[config.mk]
export PLATFORM = sky130hd
export DESIGN_NAME = dbg_cmd_dispatch
export DESIGN_NICKNAME = d
export VERILOG_FILES = /design/src/rtl/dbg_cmd_pkg.sv /design/src/rtl/dbg_seq_ctrl.sv /design/src/rtl/dbg_seq_datapath.sv /design/src/rtl/dbg_cmd_dispatch.sv
export SDC_FILE = /design/constraint.sdc
export NUM_CORES = 1
export LEC_CHECK = 0
export ABC_AREA = 0
export BUFFER_PORTS_ARGS = -buffer_cell sky130_fd_sc_hd__buf_2
export CORE_ASPECT_RATIO = 0.75
export CORE_MARGIN = 2
export CORE_UTILIZATION = 50
export CTS_BUF_LIST = sky130_fd_sc_hd__clkbuf_4 sky130_fd_sc_hd__clkbuf_8
export CTS_CLUSTER_SIZE = 40
export DETAILED_ROUTE_END_ITERATION = 6
export PLACE_DENSITY = 0.82
export SYNTH_ARGS = -nofsm -noshare
export SYNTH_HDL_FRONTEND = slang
export SYNTH_HIERARCHICAL = 1
export SYNTH_SLANG_ARGS = --single-unit
[constraint.sdc]
create_clock -name clk -period 2.3 [get_ports clk]
set_input_delay 0.23 -clock clk [delete_from_list [all_inputs] [get_ports clk]]
set_output_delay 0.23 -clock clk [all_outputs]
set_load 0.02 [all_outputs]
[src/rtl/dbg_cmd_pkg.sv]
package dbg_cmd_pkg;
  localparam int BYTE_W     = 8;
  localparam int OPERAND_W  = 16;
  localparam int CODE_W     = 4;
  localparam int HALF_BYTES = OPERAND_W / BYTE_W;
  localparam int OPND_BYTES = 2 * HALF_BYTES;
  localparam int IDX_W      = $clog2(OPND_BYTES);

  typedef struct packed {
    logic              captureEn;
    logic [IDX_W-1:0]  captureIdx;
    logic              commit;
    logic              writeCode;
    logic [CODE_W-1:0] code;
    logic              fire;
  } seqStrobes_t;

  typedef struct packed {
    logic              known;
    logic              needsOperands;
    logic [CODE_W-1:0] code;
  } opDecode_t;

  function automatic opDecode_t decodeOpcode(input logic [BYTE_W-1:0] op);
    opDecode_t d;
    d = '0;
    case (op)
      8'h21: begin d.known = 1'b1; d.needsOperands = 1'b0; d.code = 4'h1; end
      8'h22: begin d.known = 1'b1; d.needsOperands = 1'b1; d.code = 4'h2; end
      8'h23: begin d.known = 1'b1; d.needsOperands = 1'b1; d.code = 4'h3; end
      8'h24: begin d.known = 1'b1; d.needsOperands = 1'b1; d.code = 4'h4; end
      default: d = '0;
    endcase
    return d;
  endfunction
endpackage

[src/rtl/dbg_seq_ctrl.sv]
module dbg_seq_ctrl
  import dbg_cmd_pkg::*;
(
  input  logic              clk,
  input  logic              rstN,
  input  logic              abortReq,
  input  logic              byteValid,
  input  logic [BYTE_W-1:0] byteIn,
  output seqStrobes_t       strobes,
  output logic              busy
);
  localparam logic [IDX_W-1:0] LAST_IDX = IDX_W'(OPND_BYTES - 1);

  typedef enum logic [1:0] {ST_IDLE, ST_OPERAND, ST_DISPATCH} seqState_t;

  seqState_t         state;
  logic [IDX_W-1:0]  opIdx;
  logic [CODE_W-1:0] pendCode;
  logic              pendOps;
  opDecode_t         dec;

  assign dec  = decodeOpcode(byteIn);
  assign busy = (state != ST_IDLE);

  always_comb begin
    strobes      = '0;
    strobes.code = pendCode;
    if (!abortReq) begin
      case (state)
        ST_OPERAND: begin
          strobes.captureEn  = byteValid;
          strobes.captureIdx = opIdx;
        end
        ST_DISPATCH: begin
          strobes.writeCode = 1'b1;
          strobes.fire      = 1'b1;
          strobes.commit    = pendOps;
        end
        default: ;
      endcase
    end
  end

  always_ff @(posedge clk) begin
    if (!rstN) begin
      state    <= ST_IDLE;
      opIdx    <= '0;
      pendCode <= '0;
      pendOps  <= 1'b0;
    end else if (abortReq) begin
      state <= ST_IDLE;
      opIdx <= '0;
    end else begin
      case (state)
        ST_IDLE: begin
          if (byteValid && dec.known) begin
            pendCode <= dec.code;
            pendOps  <= dec.needsOperands;
            opIdx    <= '0;
            state    <= dec.needsOperands ? ST_OPERAND : ST_DISPATCH;
          end
        end
        ST_OPERAND: begin
          if (byteValid) begin
            if (opIdx == LAST_IDX) state <= ST_DISPATCH;
            else                   opIdx <= opIdx + 1'b1;
          end
        end
        default: state <= ST_IDLE;
      endcase
    end
  end

  assert_abort_idle_R10: assert property (@(posedge clk) disable iff (!rstN)
    abortReq |=> (state == ST_IDLE));

  assert_unlisted_ignored_R2: assert property (@(posedge clk) disable iff (!rstN)
    (state == ST_IDLE && byteValid && !dec.known && !abortReq) |=> (state == ST_IDLE));

  assert_dispatch_single_R7: assert property (@(posedge clk) disable iff (!rstN)
    (state == ST_DISPATCH) |=> (state == ST_IDLE));

  assert_operand_count_R4: assert property (@(posedge clk) disable iff (!rstN)
    (state == ST_OPERAND && byteValid && !abortReq && opIdx == LAST_IDX)
      |=> (state == ST_DISPATCH));
endmodule

[src/rtl/dbg_seq_datapath.sv]
module dbg_seq_datapath
  import dbg_cmd_pkg::*;
#(
  parameter logic [OPERAND_W-1:0] VECTOR = 16'h8010
) (
  input  logic                 clk,
  input  logic                 rstN,
  input  logic [BYTE_W-1:0]    byteIn,
  input  seqStrobes_t          strobes,
  output logic [OPERAND_W-1:0] addrReg,
  output logic [OPERAND_W-1:0] cntReg,
  output logic [CODE_W-1:0]    cmdCode,
  output logic                 jumpPulse,
  output logic [OPERAND_W-1:0] jumpVector
);
  logic [BYTE_W-1:0]    stage [OPND_BYTES];
  logic [OPERAND_W-1:0] stageAddr;
  logic [OPERAND_W-1:0] stageCnt;

  for (genvar g = 0; g < OPND_BYTES; g++) begin : gStage
    always_ff @(posedge clk) begin
      if (!rstN)
        stage[g] <= '0;
      else if (strobes.captureEn && strobes.captureIdx == IDX_W'(g))
        stage[g] <= byteIn;
    end
  end

  for (genvar h = 0; h < HALF_BYTES; h++) begin : gAssemble
    assign stageAddr[h*BYTE_W +: BYTE_W] = stage[h];
    assign stageCnt[h*BYTE_W +: BYTE_W]  = stage[HALF_BYTES + h];
  end

  always_ff @(posedge clk) begin
    if (!rstN) begin
      addrReg    <= '0;
      cntReg     <= '0;
      cmdCode    <= '0;
      jumpPulse  <= 1'b0;
      jumpVector <= '0;
    end else begin
      if (strobes.commit) begin
        addrReg <= stageAddr;
        cntReg  <= stageCnt;
      end
      if (strobes.writeCode) cmdCode <= strobes.code;
      jumpPulse  <= strobes.fire;
      jumpVector <= strobes.fire ? VECTOR : '0;
    end
  end

  assert_pulse_width_R7: assert property (@(posedge clk) disable iff (!rstN)
    jumpPulse |=> !jumpPulse);

  assert_vector_value_R7: assert property (@(posedge clk) disable iff (!rstN)
    jumpPulse |-> (jumpVector == VECTOR));

  assert_vector_quiet_R7: assert property (@(posedge clk) disable iff (!rstN)
    !jumpPulse |-> (jumpVector == '0));

  assert_operands_hold_R3: assert property (@(posedge clk) disable iff (!rstN)
    !strobes.commit |=> ($stable(addrReg) && $stable(cntReg)));

  assert_code_hold_R10: assert property (@(posedge clk) disable iff (!rstN)
    !strobes.writeCode |=> $stable(cmdCode));
endmodule

[src/rtl/dbg_cmd_dispatch.sv]
module dbg_cmd_dispatch
  import dbg_cmd_pkg::*;
#(
  parameter logic [OPERAND_W-1:0] VECTOR = 16'h8010
) (
  input  logic                 clk,
  input  logic                 rstN,
  input  logic                 abortReq,
  input  logic                 byteValid,
  input  logic [BYTE_W-1:0]    byteIn,
  output logic [OPERAND_W-1:0] addrReg,
  output logic [OPERAND_W-1:0] cntReg,
  output logic [CODE_W-1:0]    cmdCode,
  output logic                 jumpPulse,
  output logic [OPERAND_W-1:0] jumpVector,
  output logic                 busy
);
  seqStrobes_t strobes;

  dbg_seq_ctrl u_ctrl (
    .clk       (clk),
    .rstN      (rstN),
    .abortReq  (abortReq),
    .byteValid (byteValid),
    .byteIn    (byteIn),
    .strobes   (strobes),
    .busy      (busy)
  );

  dbg_seq_datapath #(.VECTOR(VECTOR)) u_dp (
    .clk        (clk),
    .rstN       (rstN),
    .byteIn     (byteIn),
    .strobes    (strobes),
    .addrReg    (addrReg),
    .cntReg     (cntReg),
    .cmdCode    (cmdCode),
    .jumpPulse  (jumpPulse),
    .jumpVector (jumpVector)
  );

  assert_idle_at_jump_R8: assert property (@(posedge clk) disable iff (!rstN)
    jumpPulse |-> !busy);
endmodule

==> flow_metrics.tcl <==
set metrics [dict create \
    outcome "complete, no violations" \
    cp-start-kind "flop" \
    antenna_left 0 \
    antenna_found_initial 0 \
    drv_cap 0 \
    synth_edf_count 32 \
    grt_pass1_wl_microns 9480 \
    post_cts_buffers 0 \
    swShare 0.2088 \
    power.switching_mw 0.5468 \
    yosysSeqAreaShare 0.5592 \
    drt_first_iter_violations 103 \
    fp.dieH_microns 74.67 \
    hp-class "primary input to flop" \
    critical_path_class "flop to flop" \
    synth-seq-cells 77 \
    cts_tree "yes" \
    cp_cell_sequence "nor3b_1 -> and2_1 -> inv_1 -> o21ai_0 -> buf_4" \
    max_slew_margin 0.5352 \
    seqPwrFrac 0.552 \
    cp_slowest_cell "dfxtp_1" \
    setup_viol 0 \
    p_int_mw 2.071 \
    synthFlopType "dfxtp_1" \
    numCtsBuffers 9 \
    syn_inst 279 \
    async_flop_share 0 \
    h-tree-depth 3 \
    arrival_ps 1880 \
    die_w_microns 98.23 \
    drt_wl_total_microns 6172 \
    viasPerCell 5.007 \
    die-area_sq_mm 0.007334 \
    syn_area_sq_mm 0.003329 \
    synth_cell_types 39 \
    antenna_cells 0 \
    max_freq_mhz 546.4 \
    tightestPinTransition_ps 697.3 \
    path_buf_inv 2 \
    power_density_mw_per_mm2 689.9 \
    drc_errors 0 \
    worstPathRequired_ps 2350 \
    synth_warnings 6 \
    finalClockSkew_ps 3.368 \
    most-common-layout-cells "buf_2 (51), dfxtp_1 (45), mux2i_1 (38)" \
    crit_family "simple AND/OR/NAND/NOR gates" \
    fp-row-count 25 \
    yosysTopAreaCell "edfxtp_1" \
    grt-ovfl-total 0 \
    slowest_delay_ps 440 \
    clock_latency_ps 340 \
    setup_tns_ps 0 \
    worstSetupEndpointType "flop" \
    finalCriticalPeriod_ps 1830 \
    worstPathMaxFanout 8 \
    final_util 0.5947 \
    slew_viol_final 0 \
    cts_resized 0 \
    synthTopCellsByArea "edfxtp_1 (29%), dfxtp_1 (27%), mux2i_1 (11%)" \
    start_util 0.5218 \
    vdd_ir_drop_max_v 0.0003864 \
    clkPwrFrac 0.409 \
    finalHoldViolCount 0 \
    final_common_cell "buf_2" \
    grt_pass1_vias 1894 \
    cts.sinks 77 \
    nNetsFinal 345 \
    p_leak_nw 1.469 \
    rsz0062_at_grt "false" \
    combPwrFrac 0.039 \
    fin_crit_sh 0.7957 \
    area_growth_pct 13.98 \
    place_hpwl_microns 4187 \
    ios 66 \
    via_count 2093 \
    dr.pass1.iters 4 \
    wire_per_inst_microns 14.77 \
    clock-root-buffer "clkbuf_8" \
    core_sq_mm 0.006381 \
    netlist.area_leader.share 0.2886 \
    numPortBuffers 51 \
    grt_max_degree 50 \
    hold_buffers 0 \
    grt.total_usage 0.1740 \
    clock_path_buffers 2 \
    place_congestion 0.9244 \
    syn_avg_cell_area_sq_um 11.93 \
    clk_pin_slew_ps 70 \
    drive_gt1_frac 0.2374 \
]
registers in the layout, summed over array words and instances (netlist names):
register	count
u_dp/addrReg	16
u_dp/cntReg	16
u_dp/cmdCode	4
u_ctrl/pendCode	3
u_ctrl/opIdx	2
u_dp/stage	32
u_ctrl/pendOps	1
u_dp/jumpVector	1
u_ctrl/state	2
Yosys cell counts, types with 4 or more instances:
cell	count
clkbuf_1	4
nand2_1	4
nor2b_1	36
nor2_1	8
buf_4	19
inv_1	7
o21ai_0	7
and2_1	38
edfxtp_1	32
dfxtp_1	45
mux2i_1	38
logic make-up (layout without fill, tap and decap cells):
logic type	Yosys count	count (layout)	share of synthesized area
AOI/OAI and AO/OA	21	21	0.04247
xor gates and xnor gates	1	1	0.002631
adders and majority gates	1	1	0.003757
buffers and inverters	36	81	0.07290
DFF	77	77	0.5592
muxes	38	38	0.1142
other	2	15	0.002256
and+or+nand+nor	103	103	0.2026
per-layer routing:
| layer | part of all wire | global-route usage | wire length [microns] |
|---|---|---|---|
| met1 | 0.45 | 0.2151 | 2807 |
| met2 | 0.47 | 0.2831 | 2884 |
| met3 | 0.068 | 0.07985 | 419 |
| met4 | 0.0099 | 0.04718 | 61 |
| met5 | 0 | 0 | 0 |
cell type report:
cell class | count | area, sq um
clock buffer | 9 | 123.9
clock inverter | 7 | 90.09
fill | 561 | 2586
inverter | 8 | 30.03
multi-input combinational | 179 | 1275
sequential | 77 | 1862
tap | 81 | 101.3
timing repair buffer | 57 | 312.8
worst paths after layout:
kind / from / end / slack (ps) / depth (start not counted)
hold reg to reg: u_ctrl/opIdx[0] / u_ctrl/opIdx[0] / 500 / 1
setup / recovery: u_ctrl/state[0] / u_dp/stage[3][5] / 470 / 5
hold / removal: byteIn[3] / u_dp/stage[0][3] / 250 / 2
setup reg to reg: u_ctrl/state[0] / u_dp/stage[3][5] / 470 / 5
power groups by stage:
stage | registers [mW] | logic, mW | clock network, mW
after floorplan | 1.47 | 0.0812 | 0
after global placement | 1.48 | 0.0998 | 0
after detailed placement | 1.48 | 0.102 | 0
after CTS | 1.44 | 0.103 | 1.10
after global routing | 1.45 | 0.112 | 1.16
final | 1.45 | 0.103 | 1.07
per-stage QoR:
step / power, mW / cell area, sq um / worst slack (ps) / std cells / hold slack [ps]
2_1_floorplan: 1.555 / 3378 / 331.3 / 292 / 358.2
3_3_place_gp: 1.576 / 3581 / 556.3 / 402 / 473.7
3_5_place_dp: 1.579 / 3581 / 515.7 / 402 / 483.7
4_1_cts: 2.650 / 3795 / 494.2 / 418 / 230.1
5_1_grt: 2.722 / 3795 / 259.7 / 418 / 232.3
6_report: 2.618 / 3795 / 469.8 / 418 / 251.8
(Power assumes the default switching activity.)
